**src/rtl/spc_pkg.sv**
```systemverilog
package spc_pkg;

  typedef enum logic [1:0] {
    SEL_NORMAL = 2'b00,
    SEL_DOUBLE = 2'b01,
    SEL_HALF   = 2'b10,
    SEL_AUTO   = 2'b11
  } sel_t;

  typedef enum logic [1:0] {
    PW_DOWN = 2'd0,
    PW_RUN  = 2'd1,
    PW_SAVE = 2'd2
  } pwr_t;

  typedef struct packed {
    logic       ok;
    logic [1:0] spd;
  } pick_t;

  // Ratio legality for one fixed speed.
  function automatic logic ratio_fits(logic [1:0] spd, int unsigned r);
    case (spd)
      SEL_NORMAL: ratio_fits = (r == 256) || (r == 384) || (r == 512) || (r == 768);
      SEL_DOUBLE: ratio_fits = (r == 128) || (r == 192) || (r == 256) || (r == 384);
      SEL_HALF:   ratio_fits = (r == 512) || (r == 768) || (r == 1024) || (r == 1536);
      default:    ratio_fits = 1'b0;
    endcase
  endfunction

  // Speed chosen for a measured ratio under a given select setting.
  function automatic pick_t speed_pick(logic [1:0] sel, int unsigned r);
    pick_t p;
    p.ok  = 1'b0;
    p.spd = SEL_NORMAL;
    if (sel == SEL_AUTO) begin
      if ((r == 512) || (r == 768)) begin
        p.ok  = 1'b1;
        p.spd = SEL_NORMAL;
      end else if ((r == 1024) || (r == 1536)) begin
        p.ok  = 1'b1;
        p.spd = SEL_HALF;
      end else if (ratio_fits(SEL_DOUBLE, r)) begin
        p.ok  = 1'b1;
        p.spd = SEL_DOUBLE;
      end
    end else begin
      p.ok  = ratio_fits(sel, r);
      p.spd = sel;
    end
    return p;
  endfunction

  function automatic logic deemph_allowed(logic [1:0] sel);
    return (sel == SEL_NORMAL) || (sel == SEL_AUTO);
  endfunction

endpackage

```
**src/rtl/spc_ratio_meter.sv**
```systemverilog
module spc_ratio_meter #(
  parameter int CNT_W = 12
) (
  input  logic             clk,
  input  logic             rst_n,
  input  logic             tick,
  input  logic             frame,
  input  logic             flush,
  output logic             meas_vld,
  output logic [CNT_W-1:0] meas_val
);
  localparam logic [CNT_W-1:0] SAT = '1;

  logic [CNT_W-1:0] cnt;
  logic [CNT_W-1:0] last;
  logic             primed;
  logic             last_ok;

  always_ff @(posedge clk) begin
    if (!rst_n) begin
      cnt      <= '0;
      last     <= '0;
      primed   <= 1'b0;
      last_ok  <= 1'b0;
      meas_vld <= 1'b0;
      meas_val <= '0;
    end else begin
      meas_vld <= 1'b0;
      if (flush) begin
        cnt     <= '0;
        primed  <= 1'b0;
        last_ok <= 1'b0;
      end else if (frame) begin
        cnt <= tick ? CNT_W'(1) : '0;
        if (!primed) begin
          primed <= 1'b1;
        end else begin
          last    <= cnt;
          last_ok <= 1'b1;
          if (last_ok && (cnt == last)) begin
            meas_vld <= 1'b1;
            meas_val <= cnt;
          end
        end
      end else if (tick && (cnt != SAT)) begin
        cnt <= cnt + CNT_W'(1);
      end
    end
  end
endmodule

```
**src/rtl/spc_clk_watch.sv**
```systemverilog
module spc_clk_watch #(
  parameter int TIMEOUT = 2048,
  parameter int N_CH    = 2
) (
  input  logic            clk,
  input  logic            rst_n,
  input  logic [N_CH-1:0] evt,
  output logic            stopped
);
  localparam int TW = $clog2(TIMEOUT + 1);
  localparam logic [TW-1:0] LIMIT = TW'(TIMEOUT);

  logic [N_CH-1:0] expired;

  for (genvar g = 0; g < N_CH; g++) begin : g_ch
    logic [TW-1:0] tmr;
    always_ff @(posedge clk) begin
      if (!rst_n)             tmr <= '0;
      else if (evt[g])        tmr <= '0;
      else if (tmr != LIMIT)  tmr <= tmr + TW'(1);
    end
    assign expired[g] = (tmr == LIMIT);
  end

  assign stopped = |expired;
endmodule

```
**src/rtl/spc_power_fsm.sv**
```systemverilog
module spc_power_fsm
  import spc_pkg::*;
(
  input  logic clk,
  input  logic rst_n,
  input  logic pd_n,
  input  logic meas_vld,
  input  logic stopped,
  output pwr_t state
);
  pwr_t nxt;
  logic clocks_ok;

  assign clocks_ok = meas_vld && !stopped;

  always_comb begin
    nxt = state;
    if (!pd_n) begin
      nxt = PW_DOWN;
    end else begin
      case (state)
        PW_DOWN: if (clocks_ok) nxt = PW_RUN;
        PW_RUN:  if (stopped)   nxt = PW_SAVE;
        PW_SAVE: if (clocks_ok) nxt = PW_RUN;
        default: nxt = PW_DOWN;
      endcase
    end
  end

  always_ff @(posedge clk) begin
    if (!rst_n) state <= PW_DOWN;
    else        state <= nxt;
  end
endmodule

```
**src/rtl/speed_power_ctrl.sv**
```systemverilog
module speed_power_ctrl
  import spc_pkg::*;
#(
  parameter int CNT_W   = 12,
  parameter int TIMEOUT = 2048
) (
  input  logic             clk,
  input  logic             rst_n,
  input  logic             mclk_tick,
  input  logic             frame_rise,
  input  logic             pd_n,
  input  logic [1:0]       sel,
  input  logic             deemph_req,
  output logic [1:0]       speed,
  output logic [CNT_W-1:0] ratio,
  output logic             st_pdown,
  output logic             st_run,
  output logic             st_save,
  output logic             hiz,
  output logic             mid_req,
  output logic             ratio_err,
  output logic             deemph_en
);
  // Internal events, named for the checker.
  logic             meas_vld;
  logic [CNT_W-1:0] meas_val;
  logic             stopped;
  logic             accept_ok;
  pick_t            pick;
  pwr_t             pstate;

  spc_ratio_meter #(.CNT_W(CNT_W)) u_meter (
    .clk      (clk),
    .rst_n    (rst_n),
    .tick     (mclk_tick),
    .frame    (frame_rise),
    .flush    (stopped),
    .meas_vld (meas_vld),
    .meas_val (meas_val)
  );

  spc_clk_watch #(.TIMEOUT(TIMEOUT), .N_CH(2)) u_watch (
    .clk     (clk),
    .rst_n   (rst_n),
    .evt     ({frame_rise, mclk_tick}),
    .stopped (stopped)
  );

  spc_power_fsm u_fsm (
    .clk      (clk),
    .rst_n    (rst_n),
    .pd_n     (pd_n),
    .meas_vld (meas_vld),
    .stopped  (stopped),
    .state    (pstate)
  );

  always_comb begin
    pick      = speed_pick(sel, 32'(meas_val));
    accept_ok = pick.ok;
  end

  always_ff @(posedge clk) begin
    if (!rst_n) begin
      speed     <= SEL_NORMAL;
      ratio     <= '0;
      ratio_err <= 1'b0;
      deemph_en <= 1'b0;
    end else begin
      deemph_en <= deemph_req && deemph_allowed(sel);
      if (meas_vld) begin
        if (accept_ok) begin
          speed     <= pick.spd;
          ratio     <= meas_val;
          ratio_err <= 1'b0;
        end else begin
          ratio_err <= 1'b1;
        end
      end
    end
  end

  assign st_pdown = (pstate == PW_DOWN);
  assign st_run   = (pstate == PW_RUN);
  assign st_save  = (pstate == PW_SAVE);
  assign hiz      = st_pdown;
  assign mid_req  = st_save;
endmodule

```
**config.mk**
```make
export PLATFORM = sky130hd
export DESIGN_NAME = speed_power_ctrl
export DESIGN_NICKNAME = d
export VERILOG_FILES = /design/src/rtl/spc_pkg.sv /design/src/rtl/spc_ratio_meter.sv /design/src/rtl/spc_clk_watch.sv /design/src/rtl/spc_power_fsm.sv /design/src/rtl/speed_power_ctrl.sv
export SDC_FILE = /design/constraint.sdc
export NUM_CORES = 1
export LEC_CHECK = 0
export ABC_AREA = 1
export BUFFER_PORTS_ARGS = -buffer_cell sky130_fd_sc_hd__buf_4
export CORE_ASPECT_RATIO = 0.6
export CORE_MARGIN = 1.5
export CORE_UTILIZATION = 52
export DETAILED_ROUTE_END_ITERATION = 8
export PLACE_DENSITY = 0.72
export SYNTH_ARGS = -nofsm -noshare
export SYNTH_HDL_FRONTEND = slang
export SYNTH_HIERARCHICAL = 1
export SYNTH_SLANG_ARGS = --single-unit
```
**constraint.sdc**
```tcl
create_clock -name clk -period 2.45 [get_ports clk]
set_input_delay 0.1225 -clock clk [delete_from_list [all_inputs] [get_ports clk]]
set_output_delay 0.1225 -clock clk [all_outputs]
set_load 0.02 [all_outputs]
```
==> reports/results.ini, run 1 <==
[run]
drv_cap = 0

[global_routing]
antenna_found_initial = 0
grt_pass1_vias = 3605
grt_pass1_wl_mm = 17.0
grt_max_degree = 26
grt_overflow = 0
grt_use_total_pct = 24.3

[pwr]
ir_worst_vdd_mv = 0.342
p_total_mw = 2.95
p_leak_nw = 2.12
powerDensity_nw_per_um2 = 595

[place]
port_buffers = 28
hpwl_mm = 7.47
dpl_worst_slack_ps = 339
finalWeightedCongestion = 0.923

[cts]
cts_resized = 0
clkSlewWorstSetupHoldPaths_ps = 60
cts_root_buf = clkbuf_16
clk_latency_ps = 340
cts_buffers = 9
cts_setup_buffers = 0
cts.sink_count = 81
ctsHoldBuffers = 1
cts_buffer_depth = 2
cts_tree = done
h-tree-depth = 3

[die]
start_util_pct = 54.6
die_h_um = 74.2
num_rows = 25
die_w_um = 122
die-area_um2 = 9020
core_um2 = 8040
io_pins = 29

[detailed_routing]
num_vias = 4135
drc = 0
first_iter_violations = 424
dr.pass1.iters = 6
topRoutingLayerUsed = met4
ant_nets = 0
wl_met3_um = 747
met2_length_mm = 4.03
wl_mm = 10.2
wire_per_inst_um = 12.7
met1Wirelength_mm = 5.35
routed_via_density = 5.16

[sta]
finalSetupViolations = 0
finalHoldViolations = 0
min_period_ps = 2170
rsz0062_at_grt = false
max_freq_ghz = 0.460
slew_viol_final = 0
fin_skew_ps = 8.47
fin_tns_setup_ps = 0
worst_pin_slew_ps = 535
worst_slack_ps = 277
slew_headroom_pct = 64.3
period_share_pct = 88.7

[layout]
syn_to_final_growth_pct = 13.0
post-route-util_pct = 61.7
drive_above_1_share_pct = 16.4
layout.nets = 707
final_cell_mix = nand2_1 (160), nor2_1 (102), dfxtp_1 (81), inv_1 (68), nand3_1 (64)
layout.cells.most_common = nand2_1
diodes = 0

[synth]
yosysTopAreaCell = dfxtp_1
postSynthCellCount = 661
synth_top_area_share_pct = 36.9
syn_area_um2 = 4390
ys_seq_area_share_pct = 36.9
yosysWarnings = 6
synth_area_leaders = dfxtp_1 (37%), nand2_1 (14%), nor2_1 (8.7%)
syn-num-nets = 679
syn_avg_cell_area_um2 = 6.64
yosysUniqueCellTypes = 30
ys_ff_latch = 81

[setup_path]
cp.required_ps = 2720
worst-path-max-fanout = 12
r2r_slack_ps = 280
startpoint_type = flop
worstSetupPathType = reg2reg
end_kind = flop
crit_arrival_ps = 2440

[worst_hold_path]
hold_path.class = in2reg

[status]
status = complete, no violations

path summary, 6_finish.rpt:
path	startpoint	end	depth (start not counted)
max	u_watch/g_ch[1].tmr[0]	u_meter/meas_val[11]	13
min reg2reg	ratio[0]	ratio[0]	2
min	pd_n	u_fsm/state[0]	5
max reg2reg	u_watch/g_ch[1].tmr[0]	u_meter/meas_val[11]	13
kinds of logic after synthesis:
kind of cell             share of synthesized area, %
AND/OR/NAND/NOR                                  39.2
buffers and inverters                            10.0
flip-flops                                       36.9
AO/OA/AOI/OAI                                    9.95
adder cells (fa/ha/maj)                          2.85
XOR/XNOR                                        0.997
power breakdown:
part	internal, mW	switching, mW
Clock	0.814	0.546
Combinational	0.0759	0.156
Sequential	1.34	0.0207
synth_stat cells:
library cell and instances:
o31ai_1 1, buf_2 1, nor2_1 102, nand3_1 64, a21oi_1 41, nand2_1 160, o21ai_1 5, nand3b_2 1
inv_4 1, buf_4 5, nand3_2 4, clkbuf_1 4, buf_6 4, dfxtp_1 81, o21ai_0 24, inv_2 17
xor2_1 4, clkinv_2 1, nand4_1 7, clkinv_1 1, nand2_4 4, nand2_2 9, a21oi_2 9, nor3_1 9
ha_1 10, nor2_2 14, inv_1 68, xnor2_1 1, nor2_4 8, buf_1 1
through the flow:
stage / cell area (um^2) / cells / hold WS (ps)
floorplan: 4390 / 661 / 236
global placement: 4650 / 785 / 344
detailed placement: 4650 / 785 / 346
CTS: 4960 / 802 / 88.4
global route: 4960 / 802 / 120
finish: 4960 / 802 / 110
sequential cells by signal (all words and copies together) (netlist names):
name / cells
u_meter/last_ok: 1
u_watch/g_ch.tmr: 24
speed: 2
u_meter/cnt: 12
ratio_err: 1
deemph_en: 1
u_meter/meas_vld: 1
u_meter/meas_val: 12
u_fsm/state: 2
u_meter/primed: 1
u_meter/last: 12
ratio: 12
metal layers:
metal	GRT usage, %	up-vias
li1	-	2133
met1	35.5	1879
met2	34.6	113
met3	8.13	10
met4	5.75	0
met5	0	-
final cells by class:
type                    instances  area [um^2]
fillers                       712         3080
multi-input cells             477         2330
well taps                     108          135
repair buffers                 32          243
clock inverters                 5         55.1
flip-flops and latches         81         1620
clock buffers                  11          243
inverters                      88          334
worst max-delay path, cell delays in order, from the launching register on:
cell and delay (ps):
dfxtp_1 350, inv_1 110, ha_1 240, nand3_1 120
inv_1 90, nand2_1 80, nand2_1 160, nor2_4 160
nand3_1 80, nor2_1 140, nand2_1 110, nor2_4 270
nor2_1 70, nor2_1 130
(Power assumes the default switching activity.)
==> run 2, diff against run 1 <==
--- a/config.mk
+++ b/config.mk
@@ -7,11 +7,13 @@
 export LEC_CHECK = 0
 export ABC_AREA = 1
 export BUFFER_PORTS_ARGS = -buffer_cell sky130_fd_sc_hd__buf_4
+export CELL_PAD_IN_SITES_DETAIL_PLACEMENT = 1
+export CELL_PAD_IN_SITES_GLOBAL_PLACEMENT = 2
 export CORE_ASPECT_RATIO = 0.6
 export CORE_MARGIN = 1.5
-export CORE_UTILIZATION = 52
+export CORE_UTILIZATION = 34
 export DETAILED_ROUTE_END_ITERATION = 8
-export PLACE_DENSITY = 0.72
+export PLACE_DENSITY = 0.82
 export SYNTH_ARGS = -nofsm -noshare
 export SYNTH_HDL_FRONTEND = slang
 export SYNTH_HIERARCHICAL = 1
==> run 2 against run 1 <==
Combinational power is 5% higher. Non-clock buffer count stayed put. Global-route usage is 5.3 points lower. Design area is 2.1% higher. Flip-flop and latch count stayed put. Sequential power hardly changed. Fmax is 1.7% lower. Clock power is 4% higher. Clock skew is 0.91 ps lower. Via count is 1.1% higher. Register-to-register slack worse by 40 ps. Worst hold slack worse by 110 ps. Critical endpoint is now u_meter/meas_val[6]. Largest power group is now the clock network. Highest routed layer unchanged.
==> reports/results.ini, run 2 (synthesized netlist as in run 1, its figures left out) <==
[setup_path]
worst-path-max-fanout = 12  ; unchanged
cp_slowest_cell = dfxtp_1
crit_arrival_ps = 2480  ; +40 ps
crit_path_frequent_cell = nor2_1
cp.required_ps = 2720  ; about the same
startpoint_type = flop
critical-path-max-stage-delay_ps = 350  ; about the same
end_kind = flop
path_buf_inv = 3  ; +1
cp_top_family = simple AND/OR/NAND/NOR gates
path_cells = inv_1 -> ha_1 -> nand3_1 -> inv_1 -> nand2_1 -> nand2_2 -> nor2_4 -> nand3_1 -> nor2_1 -> nand2_1 -> nor2_4 -> buf_12 -> nor2_1 -> nor2_1
worstSetupPathType = reg2reg

[die]
io_pins = 29  ; unchanged
num_rows = 31  ; +24%
core_um2 = 12300  ; +53%
die-area_um2 = 13600  ; +51%
die_w_um = 150  ; +23%
die_h_um = 91.0  ; +23%
start_util_pct = 35.6  ; -19 points

[detailed_routing]
wire_per_inst_um = 14.4  ; +13%
num_vias = 4181  ; +1.1%
drc = 0  ; unchanged
routed_via_density = 4.87  ; -5.6%
first_iter_violations = 179  ; -58%
ant_nets = 0  ; unchanged
dr.pass1.iters = 4  ; -2
wl_mm = 12.4  ; +21%

[place]
place_inst = 842  ; +7.3%
hpwl_mm = 9.57  ; +28%
dpl_worst_slack_ps = 143  ; -195 ps
dpl_cell_area_um2 = 4720  ; +1.5%
finalWeightedCongestion = 0.804  ; -13%
port_buffers = 28  ; unchanged

[run]
drv_cap = 0  ; unchanged

[global_routing]
antenna_found_initial = 0  ; unchanged
grt_overflow = 0  ; unchanged
grt_max_degree = 40  ; +54%
grt_pass1_vias = 4069  ; +13%
grt_use_total_pct = 19.0  ; -5.3 points
grt_pass1_wl_mm = 20.5  ; +21%

[layout]
n_fill_cell = 1620  ; +130%
drive_above_1_share_pct = 16.9  ; +0.43 points
largest_register_ff_count = 24  ; unchanged
syn_to_final_growth_pct = 15.3
layout.cells.most_common = nand2_1
fin_area_um2 = 5060  ; +2.1%
final_cell_mix = nand2_1 (159), nor2_1 (102), dfxtp_1 (81), inv_1 (68), nand3_1 (64)
regArea_um2 = 1620  ; unchanged
diodes = 0  ; unchanged
multiInputGateArea_um2 = 2330  ; +0.11%
layout.nets = 707  ; unchanged
layout.cells.non_filler = 859  ; +7.1%
top_register = u_watch/g_ch.tmr

[sta]
slew_viol_final = 0  ; unchanged
fin_tns_setup_ps = 0  ; unchanged
min_period_ps = 2210  ; +37.1 ps
fin_skew_ps = 7.56  ; -0.907 ps
rsz0062_at_grt = false
finalSetupViolations = 0  ; unchanged
period_share_pct = 90.2  ; +1.5 points
finalHoldViolations = 0  ; unchanged
worst_slack_ps = 240  ; -37.1 ps
slew_headroom_pct = 65.3  ; +1.0 points
worst_pin_slew_ps = 520  ; -15.1 ps
max_freq_ghz = 0.452  ; -1.7%
hold_ws_ps = 5.02  ; -105 ps

[cts]
cts_buffer_depth = 2  ; unchanged
cts.sink_count = 81  ; unchanged
clk_latency_ps = 330  ; about the same
cts_tree = done
clkSlewWorstSetupHoldPaths_ps = 60  ; about the same
cts_buffers = 9  ; unchanged
h-tree-depth = 3  ; unchanged
ctsHoldBuffers = 0  ; -1
cts_root_buf = clkbuf_16

[pwr]
seq_power_share_pct = 44.9  ; -1.2 points
switchingPower_mw = 0.761  ; +5.2%
powerDensity_nw_per_um2 = 598  ; +0.44%
p_leak_nw = 2.13  ; +0.62%
ir_worst_vdd_mv = 0.349  ; +2.1%
p_sw_share_pct = 25.1  ; +0.64 points
p_clk_share_pct = 47.0  ; +0.9 points
combinationalPowerShare_pct = 8.0  ; about the same
p_int_mw = 2.27  ; +1.6%

[status]
status = complete, no violations

[worst_hold_path]
hold_path.class = in2reg

-- run 2: worst register-to-register path, cell delays in order (launching register included) --
cell	delay (ps)
dfxtp_1	350
inv_1	120
ha_1	240
nand3_1	110
inv_1	80
nand2_1	110
nand2_2	130
nor2_4	150
nand3_1	80
nor2_1	210
nand2_1	140
nor2_4	140
buf_12	140
nor2_1	50
nor2_1	110
-- run 2: cell type report --
cell class	instances	share of cell area (%)
Clock buffer	11	4.99
Clock inverter	5	1.26
Inverter	88	6.60
Multi-Input combinational cell	477	46.0
Sequential cell	81	32.0
Tap cell	165	4.08
Timing Repair Buffer	32	4.99
-- run 2: power by group through the flow --
stage / clock network [mW] / logic, mW / registers (mW)
after detailed placement: 0 / 0.241 / 1.39
after CTS: 1.47 / 0.243 / 1.36
after global routing: 1.52 / 0.274 / 1.36
after floorplan: 0 / 0.175 / 1.38
final: 1.42 / 0.244 / 1.36
after global placement: 0 / 0.233 / 1.39
-- run 2: worst paths after layout --
path	from	to	slack [ps]	cells after the start
min reg2reg	ratio[1]	ratio[1]	460	2
max	u_watch/g_ch[1].tmr[0]	u_meter/meas_val[6]	240	14
max reg2reg	u_watch/g_ch[1].tmr[0]	u_meter/meas_val[6]	240	14
min	deemph_req	deemph_en	5	3
-- run 2: what timing repair did --
| item | in CTS | in global routing |
|---|---|---|
| gates resized for setup | 0 | 1 |
| setup buffers | 0 | 1 |
| setup endpoints to repair | 0 | 12 |
-- run 2: stage by stage --
| step | util (%) | total power, mW |
|---|---|---|
| 2_1_floorplan | - | 1.56 |
| 3_3_place_gp | 38.3 | 1.62 |
| 3_5_place_dp | 38.3 | 1.63 |
| 4_1_cts | 40.9 | 3.08 |
| 5_1_grt | 41.0 | 3.16 |
| 6_report | 41.0 | 3.03 |
-- run 2: layer usage --
| layer | GRT usage, % | wire, um |
|---|---|---|
| met1 | 29.6 | 6900 |
| met2 | 26.5 | 4890 |
| met3 | 4.17 | 551 |
| met4 | 3.19 | 45 |
| met5 | 0 | 0 |
